===== config.mk =====
export PLATFORM = sky130hd
export DESIGN_NAME = dwt3_fold
export DESIGN_NICKNAME = d
export VERILOG_FILES = /design/src/rtl/dwt_pkg.sv /design/src/rtl/dwt_fir4.sv /design/src/rtl/dwt_qmf_pair.sv /design/src/rtl/dwt_fold_sched.sv /design/src/rtl/dwt3_fold.sv
export SDC_FILE = /design/constraint.sdc
export NUM_CORES = 2
export LEC_CHECK = 0
export ABC_AREA = 1
export BUFFER_PORTS_ARGS = -buffer_cell sky130_fd_sc_hd__buf_2
export CORE_MARGIN = 4
export CORE_UTILIZATION = 45
export DETAILED_ROUTE_END_ITERATION = 10
export PLACE_DENSITY_LB_ADDON = 0.05
export SLEW_MARGIN = 20
export SYNTH_ARGS = -nofsm -noshare
export SYNTH_HDL_FRONTEND = slang
export SYNTH_SLANG_ARGS = --single-unit

===== constraint.sdc =====
create_clock -name clk -period 24.8 [get_ports clk]
set_input_delay 3.72 -clock clk [delete_from_list [all_inputs] [get_ports clk]]
set_output_delay 3.72 -clock clk [all_outputs]
set_load 0.05 [all_outputs]

===== src/rtl/dwt_pkg.sv =====
package dwt_pkg;
  typedef enum logic [1:0] {
    LVL_SCALE = 2'd0,
    LVL_D1    = 2'd1,
    LVL_D2    = 2'd2,
    LVL_D3    = 2'd3
  } lvl_e;

  localparam int FRAME_LEN = 8;
endpackage


===== src/rtl/dwt_fir4.sv =====
module dwt_fir4 #(
  parameter int W = 12,
  parameter int CW = 12,
  parameter int FRAC = 10,
  parameter int TAPS = 4,
  parameter logic [TAPS*CW-1:0] COEF = '0
) (
  input  logic [TAPS*W-1:0] win,
  output logic [W-1:0]      y
);
  localparam int AW = W + CW + $clog2(TAPS) + 1;
  localparam logic signed [AW-1:0] MAXV = AW'((64'sd1 <<< (W-1)) - 1);
  localparam logic signed [AW-1:0] MINV = -MAXV - AW'(1);
  localparam logic signed [AW-1:0] HALF = AW'(64'sd1 <<< (FRAC-1));

  logic signed [AW-1:0] acc, rnd, shr;

  always_comb begin
    acc = '0;
    for (int i = 0; i < TAPS; i++) begin
      acc = acc + AW'($signed(win[i*W +: W])) * AW'($signed(COEF[i*CW +: CW]));
    end
    rnd = acc + HALF;
    shr = rnd >>> FRAC;
    if (shr > MAXV)      y = MAXV[W-1:0];
    else if (shr < MINV) y = MINV[W-1:0];
    else                 y = shr[W-1:0];
  end
endmodule


===== src/rtl/dwt_qmf_pair.sv =====
module dwt_qmf_pair #(
  parameter int W = 12,
  parameter int CW = 12,
  parameter int FRAC = 10,
  parameter int TAPS = 4,
  parameter logic [TAPS*CW-1:0] LP_COEF = '0
) (
  input  logic [TAPS*W-1:0] win,
  output logic [W-1:0]      lo,
  output logic [W-1:0]      hi
);
  function automatic logic [TAPS*CW-1:0] mirror(input logic [TAPS*CW-1:0] c);
    logic [TAPS*CW-1:0] r;
    logic [CW-1:0] v;
    r = '0;
    for (int i = 0; i < TAPS; i++) begin
      v = c[(TAPS-1-i)*CW +: CW];
      if (i % 2 == 1) v = -v;
      r[i*CW +: CW] = v;
    end
    return r;
  endfunction

  localparam logic [TAPS*CW-1:0] HP_COEF = mirror(LP_COEF);

  logic [W-1:0] y [2];

  for (genvar b = 0; b < 2; b++) begin : g_bank
    localparam logic [TAPS*CW-1:0] C = (b == 0) ? LP_COEF : HP_COEF;
    dwt_fir4 #(.W(W), .CW(CW), .FRAC(FRAC), .TAPS(TAPS), .COEF(C)) u_fir (
      .win(win),
      .y  (y[b])
    );
  end

  assign lo = y[0];
  assign hi = y[1];
endmodule


===== src/rtl/dwt_fold_sched.sv =====
module dwt_fold_sched #(
  parameter int LEVELS = 3
) (
  input  logic clk,
  input  logic rst,
  input  logic step,
  output logic is_l1,
  output logic is_l2,
  output logic is_l3,
  output logic is_scale
);
  localparam int PW = LEVELS;
  localparam logic [PW-1:0] LAST = '1;

  logic [PW-1:0] phase;

  always_ff @(posedge clk) begin
    if (rst)       phase <= '0;
    else if (step) phase <= phase + 1'b1;
  end

  // Odd slots serve level one; the even slots are shared by the folded stage.
  assign is_l1    = phase[0];
  assign is_l2    = (phase[1:0] == 2'b00);
  assign is_l3    = (phase == PW'(2));
  assign is_scale = (phase == PW'(6));

  // a full frame wraps back to slot zero
  p_frame_wrap_r9: assert property (@(posedge clk) disable iff (rst)
    step && (phase == LAST) |=> (phase == '0));

  // exactly one role per slot
  p_one_role_r9: assert property (@(posedge clk) disable iff (rst)
    $countones({is_l1, is_l2, is_l3, is_scale}) == 1);
endmodule


===== src/rtl/dwt3_fold.sv =====
module dwt3_fold #(
  parameter int W = 12,
  parameter int CW = 12,
  parameter int FRAC = 10,
  parameter int TAPS = 4,
  parameter logic [TAPS*CW-1:0] LP_COEF = {12'hF7B, 12'h0E6, 12'h359, 12'h1EF}
) (
  input  logic         clk,
  input  logic         rst,
  input  logic         smp_valid,
  output logic         smp_ready,
  input  logic [W-1:0] smp_data,
  output logic         res_valid,
  input  logic         res_ready,
  output logic [W-1:0] res_coef,
  output logic [1:0]   res_level
);
  import dwt_pkg::*;

  localparam int HIST = TAPS - 1;

  logic [W-1:0] xd  [HIST];
  logic [W-1:0] a1h [TAPS];
  logic [W-1:0] a2h [TAPS];
  logic [W-1:0] scale_hold;

  logic [TAPS*W-1:0] win1, win2;
  logic [W-1:0] l1_lo, l1_hi, s2_lo, s2_hi;
  logic take;
  logic is_l1, is_l2, is_l3, is_scale;

  assign smp_ready = !res_valid || res_ready;
  assign take      = smp_valid && smp_ready;

  dwt_fold_sched #(.LEVELS(3)) u_sched (
    .clk(clk), .rst(rst), .step(take),
    .is_l1(is_l1), .is_l2(is_l2), .is_l3(is_l3), .is_scale(is_scale)
  );

  // Window slot 0 is the newest value.
  always_comb begin
    win1[0 +: W] = smp_data;
    for (int i = 0; i < HIST; i++) win1[(i+1)*W +: W] = xd[i];
    for (int i = 0; i < TAPS; i++) win2[i*W +: W] = is_l3 ? a2h[i] : a1h[i];
  end

  dwt_qmf_pair #(.W(W), .CW(CW), .FRAC(FRAC), .TAPS(TAPS), .LP_COEF(LP_COEF)) u_stage1 (
    .win(win1), .lo(l1_lo), .hi(l1_hi)
  );

  dwt_qmf_pair #(.W(W), .CW(CW), .FRAC(FRAC), .TAPS(TAPS), .LP_COEF(LP_COEF)) u_stage2 (
    .win(win2), .lo(s2_lo), .hi(s2_hi)
  );

  always_ff @(posedge clk) begin
    if (rst) begin
      for (int i = 0; i < HIST; i++) xd[i] <= '0;
      for (int i = 0; i < TAPS; i++) begin
        a1h[i] <= '0;
        a2h[i] <= '0;
      end
      scale_hold <= '0;
      res_valid  <= 1'b0;
      res_coef   <= '0;
      res_level  <= LVL_SCALE;
    end else if (take) begin
      xd[0] <= smp_data;
      for (int i = 1; i < HIST; i++) xd[i] <= xd[i-1];
      res_valid <= 1'b1;
      if (is_l1) begin
        a1h[0] <= l1_lo;
        for (int i = 1; i < TAPS; i++) a1h[i] <= a1h[i-1];
        res_coef  <= l1_hi;
        res_level <= LVL_D1;
      end else if (is_l2) begin
        a2h[0] <= s2_lo;
        for (int i = 1; i < TAPS; i++) a2h[i] <= a2h[i-1];
        res_coef  <= s2_hi;
        res_level <= LVL_D2;
      end else if (is_l3) begin
        scale_hold <= s2_lo;
        res_coef   <= s2_hi;
        res_level  <= LVL_D3;
      end else begin
        res_coef  <= scale_hold;
        res_level <= LVL_SCALE;
      end
    end else if (res_ready) begin
      res_valid <= 1'b0;
    end
  end

  // output register empty right after reset
  p_reset_empty_r1: assert property (@(posedge clk) disable iff (rst)
    $past(rst) |-> !res_valid);

  // every accepted sample yields a word
  p_word_per_sample_r2: assert property (@(posedge clk) disable iff (rst)
    take |=> res_valid);

  // odd slots give level-one details
  p_l1_tag_r3: assert property (@(posedge clk) disable iff (rst)
    take && is_l1 |=> res_level == LVL_D1);

  // level-two detail slots
  p_l2_tag_r4: assert property (@(posedge clk) disable iff (rst)
    take && is_l2 |=> res_level == LVL_D2);

  // level-three detail slot
  p_l3_tag_r5: assert property (@(posedge clk) disable iff (rst)
    take && is_l3 |=> res_level == LVL_D3);

  // a stalled word stays put
  p_hold_r7: assert property (@(posedge clk) disable iff (rst)
    res_valid && !res_ready |=> res_valid && $stable(res_coef) && $stable(res_level));
endmodule


==> run summary <==
Status = finished, final reports clean
RSZ-0062 raised after global routing = false
Critical Path AT = 11,920 ps
Fin cells = 7,368
Register bit total from synthesis = 162
Bufs on Longest Clock Path = 2
Worst setup path category = reg2reg
Critical path fanouts, max = 75
CP endpoint kind = register
DP HPWL = 149,000 um
PortBufs = 31
Postcts setup bufs = 0
Yosys warns = 0
CTS Hold Bufs = 0
Slowest cell on crit path = buf_4
Period utilization = 0.470
Finish-stage setup viols = 0
Register area share after synthesis = 0.0877
Commonest cells in the synthesized netlist = inv_1, fa_1, ha_1
Final wirelength = 166,000 um
Number of detailed-route iterations in the first pass = 5
Dpl cells = 7,332
Total global routing overflow = 0
Gate Count Post-Synth = 5,796
Die height = 348 um
Worst Tran Pin Value = 1170 ps
Count leader, synth = inv_1
Top post-synthesis cells by area = fa_1, ha_1, inv_1, edfxtp_1, nand2_1
Syn_area_per_cell = 8.98 um^2
Final Util = 0.478
CTS tree = built
Synth cell types = 53
Vias per cell = 4.91
Worst setup SP type = register
Number of synthesized flops with an enable pin = 132
Global-route wire length before repair = 251,000 um
Final ANT Viol Nets = 0
TritonCTS Buffers = 17
Critical Path RT = 25,060 ps
Synthesized cell area = 52,100 um^2
Core Box Area = 115,000 um^2
Fin crit period = 11,670 ps
GR Util All Layers = 0.284
Asr flop ratio synth = 0
Clock slew at reported path FFs = 80 ps
Sink Count = 162
Antenna violations before repair = 4
# H-tree levels = 4
Nets = 7,726
GPL Wtd Cong = 0.953
Starting density of the core = 0.454
# Max-Cap Violations = 0
DRC = 0
Die ar. = 121,000 um^2
Final Hold Vio Count = 0
Synth top area share = 0.392
Post-CTS sizing = 0
Slew headroom = 0.214
Synth Flop Type = edfxtp_1
Min-Delay Path Class = reg2reg
Pin count of the biggest net entering global routing = 76
Setup TNS = 0 ps
Critical path's largest stage delay = 650 ps
Worst-Skew Late Latency = 530 ps
Syn_nets = 7,683
Total number of vias = 36.2k
Area grow syn2layout = 5.29%
Share of layout cells above drive strength 1 = 0.0376
Fin. max-slew vios = 0
Cell row count = 124
Clk_skew = 20.4 ps
Max frequency = 85.7 MHz
Worst slack, placed = 13,200 ps
Chip Width = 348 um
Worst setup margin = 13,130 ps
Biggest area consumer among synthesized cells = fa_1
Initial DRC Count = 1,837
DR WL/cell = 22.5 um
Multi-input logic area = 39,800 um^2
Vias in the first global route = 39.7k
Clock Tree Root = clkbuf_16
# IOs = 32
Reg area = 4560 um^2
Fill count = 11.5k
## final timing paths
check                                       from            to  slack (ps)  cells past startpoint
worst min-delay path                res_level[0]  res_level[0]         500                      2
worst max-delay path            u_sched.phase[0]     a2h[0][4]       13130                     44
worst max register to register  u_sched.phase[0]     a2h[0][4]       13130                     44
worst min register to register      res_level[0]  res_level[0]         500                      2
## sequential cells by signal, indices dropped and copies added (netlist names)
register,flops
scale_hold,12
a2h,48
xd,36
u_sched.phase,3
res_level,2
res_coef,12
res_valid,1
a1h,48
## cells by family after synthesis
| logic type | Yosys count | synth area share |
|---|---|---|
| xor gates and xnor gates | 167 | 0.0281 |
| DFF | 162 | 0.0877 |
| AOI/OAI and AO/OA | 400 | 0.0429 |
| adders and majority gates | 1871 | 0.597 |
| and+or+nand+nor | 1163 | 0.0964 |
| buffers and inverters | 2033 | 0.148 |
## final cells by class
| type | instances | area share |
|---|---|---|
| Clock buffer | 18 | 0.00822 |
| Multi-Input combinational cell | 3601 | 0.726 |
| Tap cell | 1512 | 0.0345 |
| Timing Repair Buffer | 70 | 0.00817 |
| Antenna cell | 4 | 0.000183 |
| Sequential cell | 162 | 0.0833 |
| Clock inverter | 14 | 0.00329 |
| Inverter | 1987 | 0.136 |
## cell usage in the layout, fill, tap and decap left out, types with 5 or more instances in the layout
| cell | Yosys | final |
|---|---|---|
| a31oi_1 | 9 | 9 |
| nand3_2 | 11 | 11 |
| buf_2 | 7 | 31 |
| o21ai_1 | 4 | 9 |
| nand2_1 | 646 | 643 |
| xor2_1 | 104 | 104 |
| o21bai_1 | 17 | 17 |
| dfxtp_1 | 30 | 30 |
| o2111ai_1 | 6 | 6 |
| inv_1 | 1979 | 1977 |
| buf_4 | 7 | 39 |
| nor2_1 | 282 | 282 |
| ha_1 | 851 | 851 |
| nand4_1 | 27 | 27 |
| nor4_2 | 5 | 5 |
| nand3_1 | 95 | 95 |
| a21oi_1 | 196 | 196 |
| clkinv_8 | 0 | 5 |
| a21o_1 | 14 | 14 |
| or2_2 | 19 | 19 |
| nand3b_1 | 8 | 8 |
| nand2_2 | 21 | 23 |
| inv_8 | 0 | 5 |
| xnor2_1 | 63 | 63 |
| a21oi_2 | 12 | 12 |
| nand2_4 | 15 | 16 |
| edfxtp_1 | 132 | 132 |
| fa_1 | 1020 | 1020 |
| nor3_1 | 17 | 17 |
| o21ai_0 | 120 | 112 |
| inv_2 | 5 | 7 |
| clkbuf_16 | 0 | 18 |
## metrics by stage
| stage | hold slack, ps | cell area, um^2 |
|---|---|---|
| final | 499 | 54800 |
| after global routing | 530 | 54800 |
| after CTS | 494 | 54800 |
| after detailed placement | 459 | 54200 |
| after global placement | 455 | 54200 |
| after floorplan | 465 | 52100 |
## layer usage
layer | track usage | part of all wire | vias up
met1 | 0.327 | 0.38 | 18200
met5 | 0 | 0 | -
li1 | - | - | 17100
met3 | 0.0224 | 0.025 | 237
met2 | 0.523 | 0.52 | 650
met4 | 0.158 | 0.068 | 0
## critical path: cells and delay by family (launching register included)
family	cells	cell delay [ps]
buffers and inverters	9	1370
DFF	1	410
adders and majority gates	14	6230
xor gates and xnor gates	1	340
and+or+nand+nor	16	2090
AOI/OAI and AO/OA	4	830
Power is left out: the tool's default activity adds up to more than one toggle a clock period on the data nets, which glitch-free logic cannot reach.
